<file path="config.mk">
export PLATFORM = sky130hd
export DESIGN_NAME = spi_cmd_decoder
export DESIGN_NICKNAME = d
export VERILOG_FILES = /design/src/rtl/spi_cmd_pkg.sv /design/src/rtl/spi_cmd_sync.sv /design/src/rtl/spi_cmd_shifter.sv /design/src/rtl/spi_cmd_ctrl.sv /design/src/rtl/spi_cmd_regfile.sv /design/src/rtl/spi_cmd_decoder.sv
export SDC_FILE = /design/constraint.sdc
export NUM_CORES = 1
export LEC_CHECK = 0
export BUFFER_PORTS_ARGS = -buffer_cell sky130_fd_sc_hd__buf_2
export CAP_MARGIN = 20
export CORE_MARGIN = 2
export CORE_UTILIZATION = 44
export DETAILED_ROUTE_END_ITERATION = 8
export PLACE_DENSITY = 0.61
export SLEW_MARGIN = 20
export SYNTH_ARGS = -nofsm -noshare
export SYNTH_HDL_FRONTEND = slang
export SYNTH_SLANG_ARGS = --single-unit
</file>
<file path="constraint.sdc">
create_clock -name clk -period 2.68 [get_ports clk]
set_clock_uncertainty 0.1 [all_clocks]
set_input_delay 0.402 -clock clk [delete_from_list [all_inputs] [get_ports clk]]
set_output_delay 0.402 -clock clk [all_outputs]
set_load 0.02 [all_outputs]
</file>
<file path="src/rtl/spi_cmd_pkg.sv">
package spi_cmd_pkg;
  localparam int OP_W        = 3;
  localparam int ADDR_W      = 4;
  localparam int DATA_W      = 8;
  localparam int FRAME_W     = OP_W + ADDR_W + DATA_W + 1;
  localparam int CNT_W       = $clog2(FRAME_W);
  localparam int N_CFG       = 6;
  localparam int COLPAR_ADDR = N_CFG;
  localparam int STATUS_ADDR = N_CFG + 1;

  typedef enum logic [OP_W-1:0] {
    OP_CLAMP_ON  = 3'd0,
    OP_CLAMP_OFF = 3'd1,
    OP_SLEEP     = 3'd2,
    OP_HOLD_ON   = 3'd3,
    OP_HOLD_OFF  = 3'd4,
    OP_SOFT_RST  = 3'd5,
    OP_READ      = 3'd6,
    OP_WRITE     = 3'd7
  } op_e;

  typedef struct packed {
    op_e               op;
    logic [ADDR_W-1:0] addr;
    logic [DATA_W-1:0] data;
    logic              par;
  } frame_t;
endpackage

</file>
<file path="src/rtl/spi_cmd_sync.sv">
module spi_cmd_sync #(
  parameter int                 STAGES  = 2,
  parameter int                 WIDTH   = 3,
  parameter logic [WIDTH-1:0]   RST_VAL = '0
) (
  input  logic             clk,
  input  logic             rst_n,
  input  logic [WIDTH-1:0] async_i,
  output logic [WIDTH-1:0] sync_o
);
  for (genvar g = 0; g < WIDTH; g++) begin : g_bit
    logic [STAGES-1:0] chain;
    always_ff @(posedge clk or negedge rst_n) begin
      if (!rst_n) chain <= {STAGES{RST_VAL[g]}};
      else        chain <= {chain[STAGES-2:0], async_i[g]};
    end
    assign sync_o[g] = chain[STAGES-1];
  end
endmodule

</file>
<file path="src/rtl/spi_cmd_shifter.sv">
module spi_cmd_shifter
  import spi_cmd_pkg::*;
(
  input  logic               clk,
  input  logic               rst_n,
  input  logic               sclk_s,
  input  logic               cs_n_s,
  input  logic               sdi_s,
  input  logic               rsp_load_i,
  input  logic [FRAME_W-1:0] rsp_word_i,
  output frame_t             frame_o,
  output logic               exec_o,
  output logic               sdo_o,
  output logic               sdo_oe_o
);
  logic sclk_d, csn_d;
  logic sclk_rise, sclk_fall, cs_fall, cs_rise;
  logic [FRAME_W-1:0] rx_q, tx_q, rsp_q;
  logic [CNT_W-1:0]   cnt_q;
  logic               full_q, pend_q;
  frame_t             frame_q;

  always_ff @(posedge clk or negedge rst_n) begin
    if (!rst_n) begin
      sclk_d <= 1'b0;
      csn_d  <= 1'b1;
    end else begin
      sclk_d <= sclk_s;
      csn_d  <= cs_n_s;
    end
  end

  assign sclk_rise = sclk_s & ~sclk_d & ~cs_n_s;
  assign sclk_fall = ~sclk_s & sclk_d & ~cs_n_s;
  assign cs_fall   = ~cs_n_s & csn_d;
  assign cs_rise   = cs_n_s & ~csn_d;

  // receive side: bit counter wraps per word, last whole word is latched
  always_ff @(posedge clk or negedge rst_n) begin
    if (!rst_n) begin
      rx_q    <= '0;
      cnt_q   <= '0;
      full_q  <= 1'b0;
      frame_q <= '0;
    end else if (cs_fall) begin
      cnt_q  <= '0;
      full_q <= 1'b0;
    end else if (sclk_rise) begin
      rx_q <= {rx_q[FRAME_W-2:0], sdi_s};
      if (cnt_q == CNT_W'(FRAME_W - 1)) begin
        cnt_q   <= '0;
        full_q  <= 1'b1;
        frame_q <= frame_t'({rx_q[FRAME_W-2:0], sdi_s});
      end else begin
        cnt_q <= cnt_q + CNT_W'(1);
      end
    end
  end

  assign exec_o  = cs_rise & full_q & (cnt_q == '0);
  assign frame_o = frame_q;

  // transmit side: reply queued at execution, loaded at next window start
  always_ff @(posedge clk or negedge rst_n) begin
    if (!rst_n) begin
      rsp_q  <= '0;
      pend_q <= 1'b0;
      tx_q   <= '0;
    end else begin
      if (rsp_load_i) begin
        rsp_q  <= rsp_word_i;
        pend_q <= 1'b1;
      end else if (cs_fall) begin
        pend_q <= 1'b0;
      end
      if (cs_fall)        tx_q <= pend_q ? rsp_q : '0;
      else if (sclk_fall) tx_q <= {tx_q[FRAME_W-2:0], 1'b0};
    end
  end

  assign sdo_o    = tx_q[FRAME_W-1];
  assign sdo_oe_o = ~cs_n_s;
endmodule

</file>
<file path="src/rtl/spi_cmd_ctrl.sv">
module spi_cmd_ctrl
  import spi_cmd_pkg::*;
(
  input  logic               clk,
  input  logic               rst_n,
  input  logic               exec_i,
  input  frame_t             frame_i,
  input  logic [DATA_W-1:0]  rd_data_i,
  output logic [ADDR_W-1:0]  addr_o,
  output logic [DATA_W-1:0]  wr_data_o,
  output logic               wr_en_o,
  output logic               wr_par_ok_o,
  output logic               soft_clr_o,
  output logic               rsp_load_o,
  output logic [FRAME_W-1:0] rsp_word_o,
  output logic               clamp_o,
  output logic               hold_o,
  output logic               sleep_o
);
  logic clamp_q, hold_q, sleep_q;

  assign addr_o      = frame_i.addr;
  assign wr_data_o   = frame_i.data;
  assign wr_par_ok_o = ^{frame_i.data, frame_i.par};
  assign wr_en_o     = exec_i && (frame_i.op == OP_WRITE);
  assign soft_clr_o  = exec_i && (frame_i.op == OP_SOFT_RST);
  assign rsp_load_o  = exec_i && (frame_i.op == OP_READ);
  assign rsp_word_o  = {{(FRAME_W-DATA_W-1){1'b0}}, rd_data_i, ~^rd_data_i};

  always_ff @(posedge clk or negedge rst_n) begin
    if (!rst_n) begin
      clamp_q <= 1'b0;
      hold_q  <= 1'b0;
      sleep_q <= 1'b0;
    end else if (exec_i) begin
      sleep_q <= (frame_i.op == OP_SLEEP);
      case (frame_i.op)
        OP_CLAMP_ON:  clamp_q <= 1'b1;
        OP_CLAMP_OFF: clamp_q <= 1'b0;
        OP_HOLD_ON:   hold_q  <= 1'b1;
        OP_HOLD_OFF:  hold_q  <= 1'b0;
        OP_SOFT_RST: begin
          clamp_q <= 1'b0;
          hold_q  <= 1'b0;
        end
        default: ;
      endcase
    end
  end

  assign clamp_o = clamp_q;
  assign hold_o  = hold_q;
  assign sleep_o = sleep_q;
endmodule

</file>
<file path="src/rtl/spi_cmd_regfile.sv">
module spi_cmd_regfile
  import spi_cmd_pkg::*;
(
  input  logic              clk,
  input  logic              rst_n,
  input  logic              soft_clr_i,
  input  logic              wr_en_i,
  input  logic              wr_par_ok_i,
  input  logic [ADDR_W-1:0] addr_i,
  input  logic [DATA_W-1:0] wr_data_i,
  output logic [DATA_W-1:0] rd_data_o
);
  logic [N_CFG:0][DATA_W-1:0] regs;
  logic [DATA_W-1:0]          colx, status;
  logic                       row_err_q, col_mis;

  for (genvar i = 0; i <= N_CFG; i++) begin : g_reg
    logic [DATA_W-1:0] q;
    always_ff @(posedge clk or negedge rst_n) begin
      if (!rst_n)                                     q <= '0;
      else if (soft_clr_i)                            q <= '0;
      else if (wr_en_i && addr_i == ADDR_W'(i))       q <= wr_data_i;
    end
    assign regs[i] = q;
  end

  always_ff @(posedge clk or negedge rst_n) begin
    if (!rst_n)          row_err_q <= 1'b0;
    else if (soft_clr_i) row_err_q <= 1'b0;
    else if (wr_en_i && addr_i <= ADDR_W'(COLPAR_ADDR) && !wr_par_ok_i)
      row_err_q <= 1'b1;
  end

  always_comb begin
    colx = '0;
    for (int i = 0; i < N_CFG; i++) colx = colx ^ regs[i];
  end

  assign col_mis = (colx != regs[COLPAR_ADDR]);
  assign status  = {{(DATA_W-2){1'b0}}, col_mis, row_err_q};

  always_comb begin
    rd_data_o = '0;
    for (int i = 0; i <= N_CFG; i++)
      if (addr_i == ADDR_W'(i)) rd_data_o = regs[i];
    if (addr_i == ADDR_W'(STATUS_ADDR)) rd_data_o = status;
  end
endmodule

</file>
<file path="src/rtl/spi_cmd_decoder.sv">
module spi_cmd_decoder
  import spi_cmd_pkg::*;
#(
  parameter int SYNC_STAGES = 2
) (
  input  logic clk,
  input  logic rst_n,
  input  logic sclk,
  input  logic cs_n,
  input  logic sdi,
  output logic sdo,
  output logic sdo_oe,
  output logic clamp_on,
  output logic agc_hold,
  output logic sleep_mode
);
  logic [2:0]         pins_s;
  logic               exec;
  frame_t             frame;
  logic [ADDR_W-1:0]  addr;
  logic [DATA_W-1:0]  wr_data, rd_data;
  logic               wr_en, wr_par_ok, soft_clr, rsp_load;
  logic [FRAME_W-1:0] rsp_word;
  logic               cs_n_s;

  spi_cmd_sync #(
    .STAGES (SYNC_STAGES),
    .WIDTH  (3),
    .RST_VAL(3'b100)
  ) u_sync (
    .clk    (clk),
    .rst_n  (rst_n),
    .async_i({cs_n, sclk, sdi}),
    .sync_o (pins_s)
  );

  assign cs_n_s = pins_s[2];

  spi_cmd_shifter u_shift (
    .clk       (clk),
    .rst_n     (rst_n),
    .sclk_s    (pins_s[1]),
    .cs_n_s    (cs_n_s),
    .sdi_s     (pins_s[0]),
    .rsp_load_i(rsp_load),
    .rsp_word_i(rsp_word),
    .frame_o   (frame),
    .exec_o    (exec),
    .sdo_o     (sdo),
    .sdo_oe_o  (sdo_oe)
  );

  spi_cmd_ctrl u_ctrl (
    .clk        (clk),
    .rst_n      (rst_n),
    .exec_i     (exec),
    .frame_i    (frame),
    .rd_data_i  (rd_data),
    .addr_o     (addr),
    .wr_data_o  (wr_data),
    .wr_en_o    (wr_en),
    .wr_par_ok_o(wr_par_ok),
    .soft_clr_o (soft_clr),
    .rsp_load_o (rsp_load),
    .rsp_word_o (rsp_word),
    .clamp_o    (clamp_on),
    .hold_o     (agc_hold),
    .sleep_o    (sleep_mode)
  );

  spi_cmd_regfile u_regs (
    .clk        (clk),
    .rst_n      (rst_n),
    .soft_clr_i (soft_clr),
    .wr_en_i    (wr_en),
    .wr_par_ok_i(wr_par_ok),
    .addr_i     (addr),
    .wr_data_i  (wr_data),
    .rd_data_o  (rd_data)
  );
endmodule

</file>
# After elaboration in Yosys (flattened, before gate mapping)
# Cells that the tools add are included.
[word_totals] inputBits=5 ff_bits=130 ram_bits=0 output_inout_bits=5 word_cells=138 n_memories=0 rom_bits=0 latch_bits=0
[classes] shift=0 n_lt_le_gt_ge=1 reduce_logical=39 n_bitwise=18 n_eq_ne=16 mux=37 n_addsub=1 n_mul=0 div_mod_pow=0
[ops] operator="8-bit two-way mux" count=22
[ops] operator="8-bit XOR" count=5
[ops] operator="16-bit two-way mux" count=2
[ops] operator="2-bit nonzero test" count=14
[ops] operator="4-bit by 3-bit == test with 1-bit output, second input constant" count=4
[ops] operator="3-bit == test, second input constant" count=4
[ops] operator="1-bit logical AND" count=12
[ops] operator="4-bit two-way mux" count=3
[ops] operator="9-bit two-way mux" count=1
[ops] operator="9-bit XOR reduction" count=1
[ops] operator="1-bit bitwise AND" count=8
[ops] operator="4-bit by 2-bit == test with 1-bit output, second input constant" count=2
[ops] operator="4-bit logical NOT" count=2
[ops] operator="8-bit inequality test" count=1
[ops] operator="2-bit AND reduction" count=4
[ops] operator="8-bit XNOR reduction" count=1
[ops] operator="1-bit two-way mux" count=7
[ops] operator="3-bit by 2-bit == test with 1-bit output, second input constant" count=2
[ops] operator="1-bit NOT" count=5
[ops] operator="4-bit by 1-bit adder with 4-bit output, second input constant" count=1
[ops] operator="4-bit by 1-bit == test with 1-bit output, second input constant" count=1
[ops] operator="4-bit == test, second input constant" count=1
[ops] operator="4-bit by 3-bit <= comparator with 1-bit output, second input constant" count=1
[ops] operator="1-bit one-hot mux with 2 select lines" count=2
[ops] operator="other kinds (5)" count=6

# Depth between registers and ports, before layout
[depth] ltp_word=10 ltp_mapped=11 ltp_nobuf=9

# Hierarchy
# From an unflattened synthesis, not the netlist that was laid out.
[hier_totals] cells_unflattened=631 area_unflattened_um2=6989.2
[by_module_without_submodules] mod="spi_cmd_regfile" cells_per_inst=352 instances=1 seq_area_each_um2=1426.4 area_each_um2=3397.0
[by_module_without_submodules] mod="spi_cmd_shifter" cells_per_inst=211 instances=1 seq_area_each_um2=1778.0 area_each_um2=2919.0
[by_module_without_submodules] mod="spi_cmd_ctrl" cells_per_inst=59 instances=1 seq_area_each_um2=75.1 area_each_um2=498.0
[by_module_without_submodules] mod="spi_cmd_sync" cells_per_inst=9 instances=1 seq_area_each_um2=152.6 area_each_um2=175.2

# Worst setup path before layout
# Ideal clock, no wire load.
[synth_timing] path_type="register -> register" from="reg u_shift.cnt_q[0]" to="reg u_regs.g_reg[4].q[7]" setup_ps=132 n_path_buf=0 t_arrival_ps=1971 slack_ps=477 stages_incl_launch_ff=10 period_less_slack_ps=2203 required_time_ps=2448 path_cell_list="dfrtp_1 inv_1 ha_1 nand4bb_1 nor3_2 and4_4 nand2_2 nor3_4 mux2i_1 nor2_1"
[synth_between] elab_chain_cells=5 word_cells_on_any_way=7 classes_between="mux (1); bitwise (1); reduce/logical (5)"
[synth_rtl] element="from (decl)" line_no="spi_cmd_shifter.sv:19" text="logic [CNT_W-1:0] cnt_q;"
[synth_rtl] element="from (signal assigned)" line_no="spi_cmd_shifter.sv:55" text="cnt_q <= cnt_q + CNT_W'(1);"
[synth_rtl] element="4-bit logical NOT (*)" line_no="spi_cmd_shifter.sv:60" text="assign exec_o = cs_rise & full_q & (cnt_q == '0);"
[synth_rtl] element="1-bit bitwise AND (*)" line_no="spi_cmd_shifter.sv:60"
[synth_rtl] element="1-bit logical AND" line_no="spi_cmd_ctrl.sv:25" text="assign wr_en_o = exec_i && (frame_i.op == OP_WRITE);"
[synth_rtl] element="1-bit logical AND" line_no="spi_cmd_regfile.sv:22" text="else if (wr_en_i && addr_i == ADDR_W'(i)) q <= wr_data_i;"
[synth_rtl] element="2-bit nonzero test (no line)"
[synth_rtl] element="to (signal assigned)" line_no="spi_cmd_regfile.sv:22"
[synth_rtl] element="to (decl)" line_no="spi_cmd_regfile.sv:18" text="logic [DATA_W-1:0] q;"
# Mark *: on every way between the ends. The rest lies on a longest branch, timed or not.
# A chain may end at the register's enable or synchronous reset.

# Worst setup path after layout
[layout_timing] from="reg u_regs.g_reg[1].q[1]" to="reg u_shift.rsp_q[0]"
[layout_between] elab_chain_cells=8 word_cells_on_any_way=14 classes_between="eq/ne (1); mux (7); bitwise (5); reduce/logical (1)"
[layout_rtl] element="from (decl)" line_no="spi_cmd_regfile.sv:18"
[layout_rtl] element="from (signal assigned)" line_no="spi_cmd_regfile.sv:22"
[layout_rtl] element="8-bit XOR or 8-bit two-way mux (tied branches) (5 in a row)" line_no="spi_cmd_regfile.sv:36, spi_cmd_regfile.sv:45"
[layout_rtl] element="8-bit inequality test or 8-bit two-way mux (tied branches)" line_no="spi_cmd_regfile.sv:39, spi_cmd_regfile.sv:45"
[layout_rtl] element="8-bit two-way mux (*)" line_no="spi_cmd_regfile.sv:46" text="if (addr_i == ADDR_W'(STATUS_ADDR)) rd_data_o = status;"
[layout_rtl] element="8-bit XNOR reduction (*)" line_no="spi_cmd_ctrl.sv:28" text="assign rsp_word_o = {{(FRAME_W-DATA_W-1){1'b0}}, rd_data_i, ~^rd_data_i};"
[layout_rtl] element="to (signal assigned)" line_no="spi_cmd_shifter.sv:71" text="rsp_q <= rsp_word_i;"
[layout_rtl] element="to (decl)" line_no="spi_cmd_shifter.sv:18" text="logic [FRAME_W-1:0] rx_q, tx_q, rsp_q;"
# Marked as above.

==> results.sh <==
export IMPL_outcome="finished, violations left"
export IMPL_failed_checks="negative hold slack"
export IMPL_grt_max_degree=131
export IMPL_syn_to_final_growth_pct=14.1
export IMPL_cts_tree="done"
export IMPL_p_leak_nw=3.29
export IMPL_grtUsageTotal=0.189
export IMPL_drt_wl_total_microns=14200
export IMPL_clk_latency_ns=0.42
export IMPL_most_common_layout_cells="dfrtp_1, nor2_1, mux2i_1, nand2_1, xnor2_1"
export IMPL_hold_violations=28
export IMPL_ys_seq_area_frac=0.495
export IMPL_dp_slack_ns=0.270
export IMPL_drt_iter0_markers=302
export IMPL_cts_root_buf="clkbuf_16"
export IMPL_overflow=0
export IMPL_ys_warn_count=0
export IMPL_cap_viol_max_count=0
export IMPL_synth_top_family_by_area="multiplexers"
export IMPL_arrival_ns=2.67
export IMPL_fmax_ghz=0.411
export IMPL_crit_type="reg2reg"
export IMPL_cp_start_kind="register"
export IMPL_hp_class="in2async"
export IMPL_synth_edf_count=0
export IMPL_synth_area_per_cell_sq_um=10.7
export IMPL_grt_first_pass_wirelength_microns=23700
export IMPL_place_hpwl_microns=9420
export IMPL_max_vdd_ir_drop_mv=0.572
export IMPL_setup_slack_ns=0.249
export IMPL_n_antenna_cell=0
export IMPL_ios=10
export IMPL_synth_simple_area_share=0.138
export IMPL_cts_inserted_buffers=17
export IMPL_synth_fa_ha_area_frac=0.00381
export IMPL_ys_ff_latch=130
export IMPL_slew_headroom=0.516
export IMPL_drive_gt1_frac=0.177
export IMPL_fp_dieW_microns=126
export IMPL_cp_common_cell="xnor2_1"
export IMPL_nets=637
export IMPL_cp_required_ns=2.92
export IMPL_rr_startpoint="u_regs.g_reg[1].q[1]"
export IMPL_clockBufferDepth=2
export IMPL_die_area_sq_um=15900
export IMPL_period_share=0.907
export IMPL_die_height_microns=126
export IMPL_final_common_cell="dfrtp_1"
export IMPL_htree_levels=4
export IMPL_dr_pass1_iters=6
export IMPL_rsz0062_at_grt="false"
export IMPL_synth_cell_types=55
export IMPL_synth_area_sq_um=6570
export IMPL_grt_pass1_vias=4529
export IMPL_drv_slew=0
export IMPL_num_rows=44
export IMPL_clkTransAtPathRegs_ns=0.06
export IMPL_vias=4396
export IMPL_core_area_sq_um=14600
export IMPL_drt_vias_per_instance=5.32
export IMPL_max_stage_delay_ns=0.44
export IMPL_cts_sinks=130
export IMPL_synth_flop_cell="dfrtp_1"
export IMPL_tightest_slew_ns=0.725
export IMPL_start_util=0.451
export IMPL_gp_routability_congestion=0.907
export IMPL_fin_crit_ns=2.43
export IMPL_synth_xor_area_frac=0.0847
export IMPL_crit_path_start="u_regs.g_reg[1].q[1]"
export IMPL_power_density_nw_per_um2=600
export IMPL_path_cells="xor2_1 > xnor2_1 > xnor2_1 > nor4_1 > a211oi_1 > a21oi_1 > xnor3_1 > o21ai_1"
export IMPL_slowest_stage="xnor3_1"
export IMPL_netlist_instances=617
export IMPL_crit_fanout=3
export IMPL_syn_num_nets=624
export IMPL_fin_tns_setup_ns=0
export IMPL_setup_viol_count_final=0
export IMPL_cp_end_kind="register"
export IMPL_grt_antenna_before_repair=0
export IMPL_whs_ns=-0.0422
export IMPL_drc=0
export IMPL_synth_compound_area_frac=0.0788
export IMPL_avgRoutedWirePerCell_microns=17.2
export IMPL_ant_nets=0
export IMPL_port_buffer_count=9
export IMPL_synth_area_mux_share=0.164
export IMPL_async_flop_share=1.00
[kinds of logic after synthesis]
kind of cell / count (synthesis)
xor+xnor: 62
mux: 103
flops: 130
buf+inv: 50
fa+ha+maj: 2
simple gates: 185
compound gates: 85
[worst max-delay path, delay by kind of cell, from the launching register on]
family           cells  cell delay [ns]
XOR/XNOR             4             0.93
flip-flops           1             0.41
AO/OA/AOI/OAI        3             0.49
AND/OR/NAND/NOR      1             0.43
[cells in the mapped netlist, types with 2 or more instances]
master,number,share of area
nor2_4,5,0.0086
a31oi_1,13,0.012
a211oi_1,2,0.0023
nor4_1,2,0.0019
buf_4,3,0.0034
nand2_1,55,0.031
a22o_1,2,0.0027
nor2_1,71,0.041
xnor2_1,48,0.064
o2bb2ai_1,3,0.0040
nor3_1,7,0.0053
nand2b_1,10,0.0095
o21ai_0,10,0.0076
clkbuf_1,25,0.014
buf_2,5,0.0038
a222oi_1,2,0.0030
o22ai_2,2,0.0038
buf_1,3,0.0017
nand4b_1,4,0.0053
o21ai_1,11,0.0084
nor3_2,2,0.0030
nand3_1,7,0.0053
mux2_1,13,0.022
ha_1,2,0.0038
dfrtp_1,127,0.48
buf_6,3,0.0051
nor2_2,3,0.0029
nor3_4,2,0.0049
dfstp_2,3,0.012
a21oi_1,31,0.024
mux2_2,26,0.045
o22ai_1,2,0.0019
mux2i_1,64,0.097
xor2_1,13,0.017
nor2b_1,7,0.0067
inv_1,10,0.0057
[power breakdown]
part / switching [W] / internal, W / leakage [nW]
registers: 0.0000374 / 0.00202 / 1.77
clock network: 0.000873 / 0.00145 / 0.286
logic: 0.0000789 / 0.0000500 / 1.24
[worst paths after layout]
kind	to	slack [ns]	cells after the start
min in group clk	u_sync.g_bit[1].chain[1]	0.25	0
max in group asynchronous	u_shift.frame_o[4]	1.95	2
worst max-delay path	u_shift.rsp_q[0]	0.25	8
worst max register to register	u_shift.rsp_q[0]	0.25	8
worst min register to register	u_sync.g_bit[1].chain[1]	0.25	0
worst min-delay path	u_regs.g_reg[3].q[5]	-0.04	2
[routing by layer]
layer	track usage	part of all wire	routed length, microns	vias to the layer above
met3	0.0429	0.037	519	18
met5	0	0	0	-
met1	0.266	0.48	6860	2172
met2	0.289	0.46	6560	76
li1	-	-	-	2130
met4	0.0679	0.019	263	0
[stage by stage]
stage	power [W]	std cells	instance area, sq um	utilization
finish	0.00451	827	7500	0.514
global route	0.00466	827	7500	0.514
CTS	0.00455	827	7500	0.514
detailed placement	0.00222	792	6870	0.471
global placement	0.00222	792	6870	0.471
floorplan	0.00215	617	6570	-
[what timing repair did]
action,CTS,global route
setup buffers,0,0
hold buffers,3,0
endpoints found under the setup margin,0,1
resized for setup,0,1
endpoints found under the hold margin,3,0
[sequential cells by signal, summed over array words and instances, names as in the netlist]
signal and count:
u_ctrl.clamp_o 1, u_ctrl.hold_o 1, u_ctrl.sleep_o 1, u_regs.g.q 56, u_regs.row_err_q 1, u_shift.cnt_q 4
u_shift.csn_d 1, u_shift.frame_o 16, u_shift.full_q 1, u_shift.pend_q 1, u_shift.rsp_q 9, u_shift.rx_q 15
u_shift.sclk_d 1, u_shift.tx_q 16, u_sync.g_bit.chain 6
[layout make-up]
class / count / area (sq um)
clock buffer: 21 / 470
clock inverter: 11 / 128
inverter: 11 / 41.3
multi-input combinational: 437 / 3100
fill: 1264 / 7090
tap: 184 / 230
timing repair buffer: 33 / 273
sequential: 130 / 3260
Note: power is estimated with default switching activity, not from simulation.
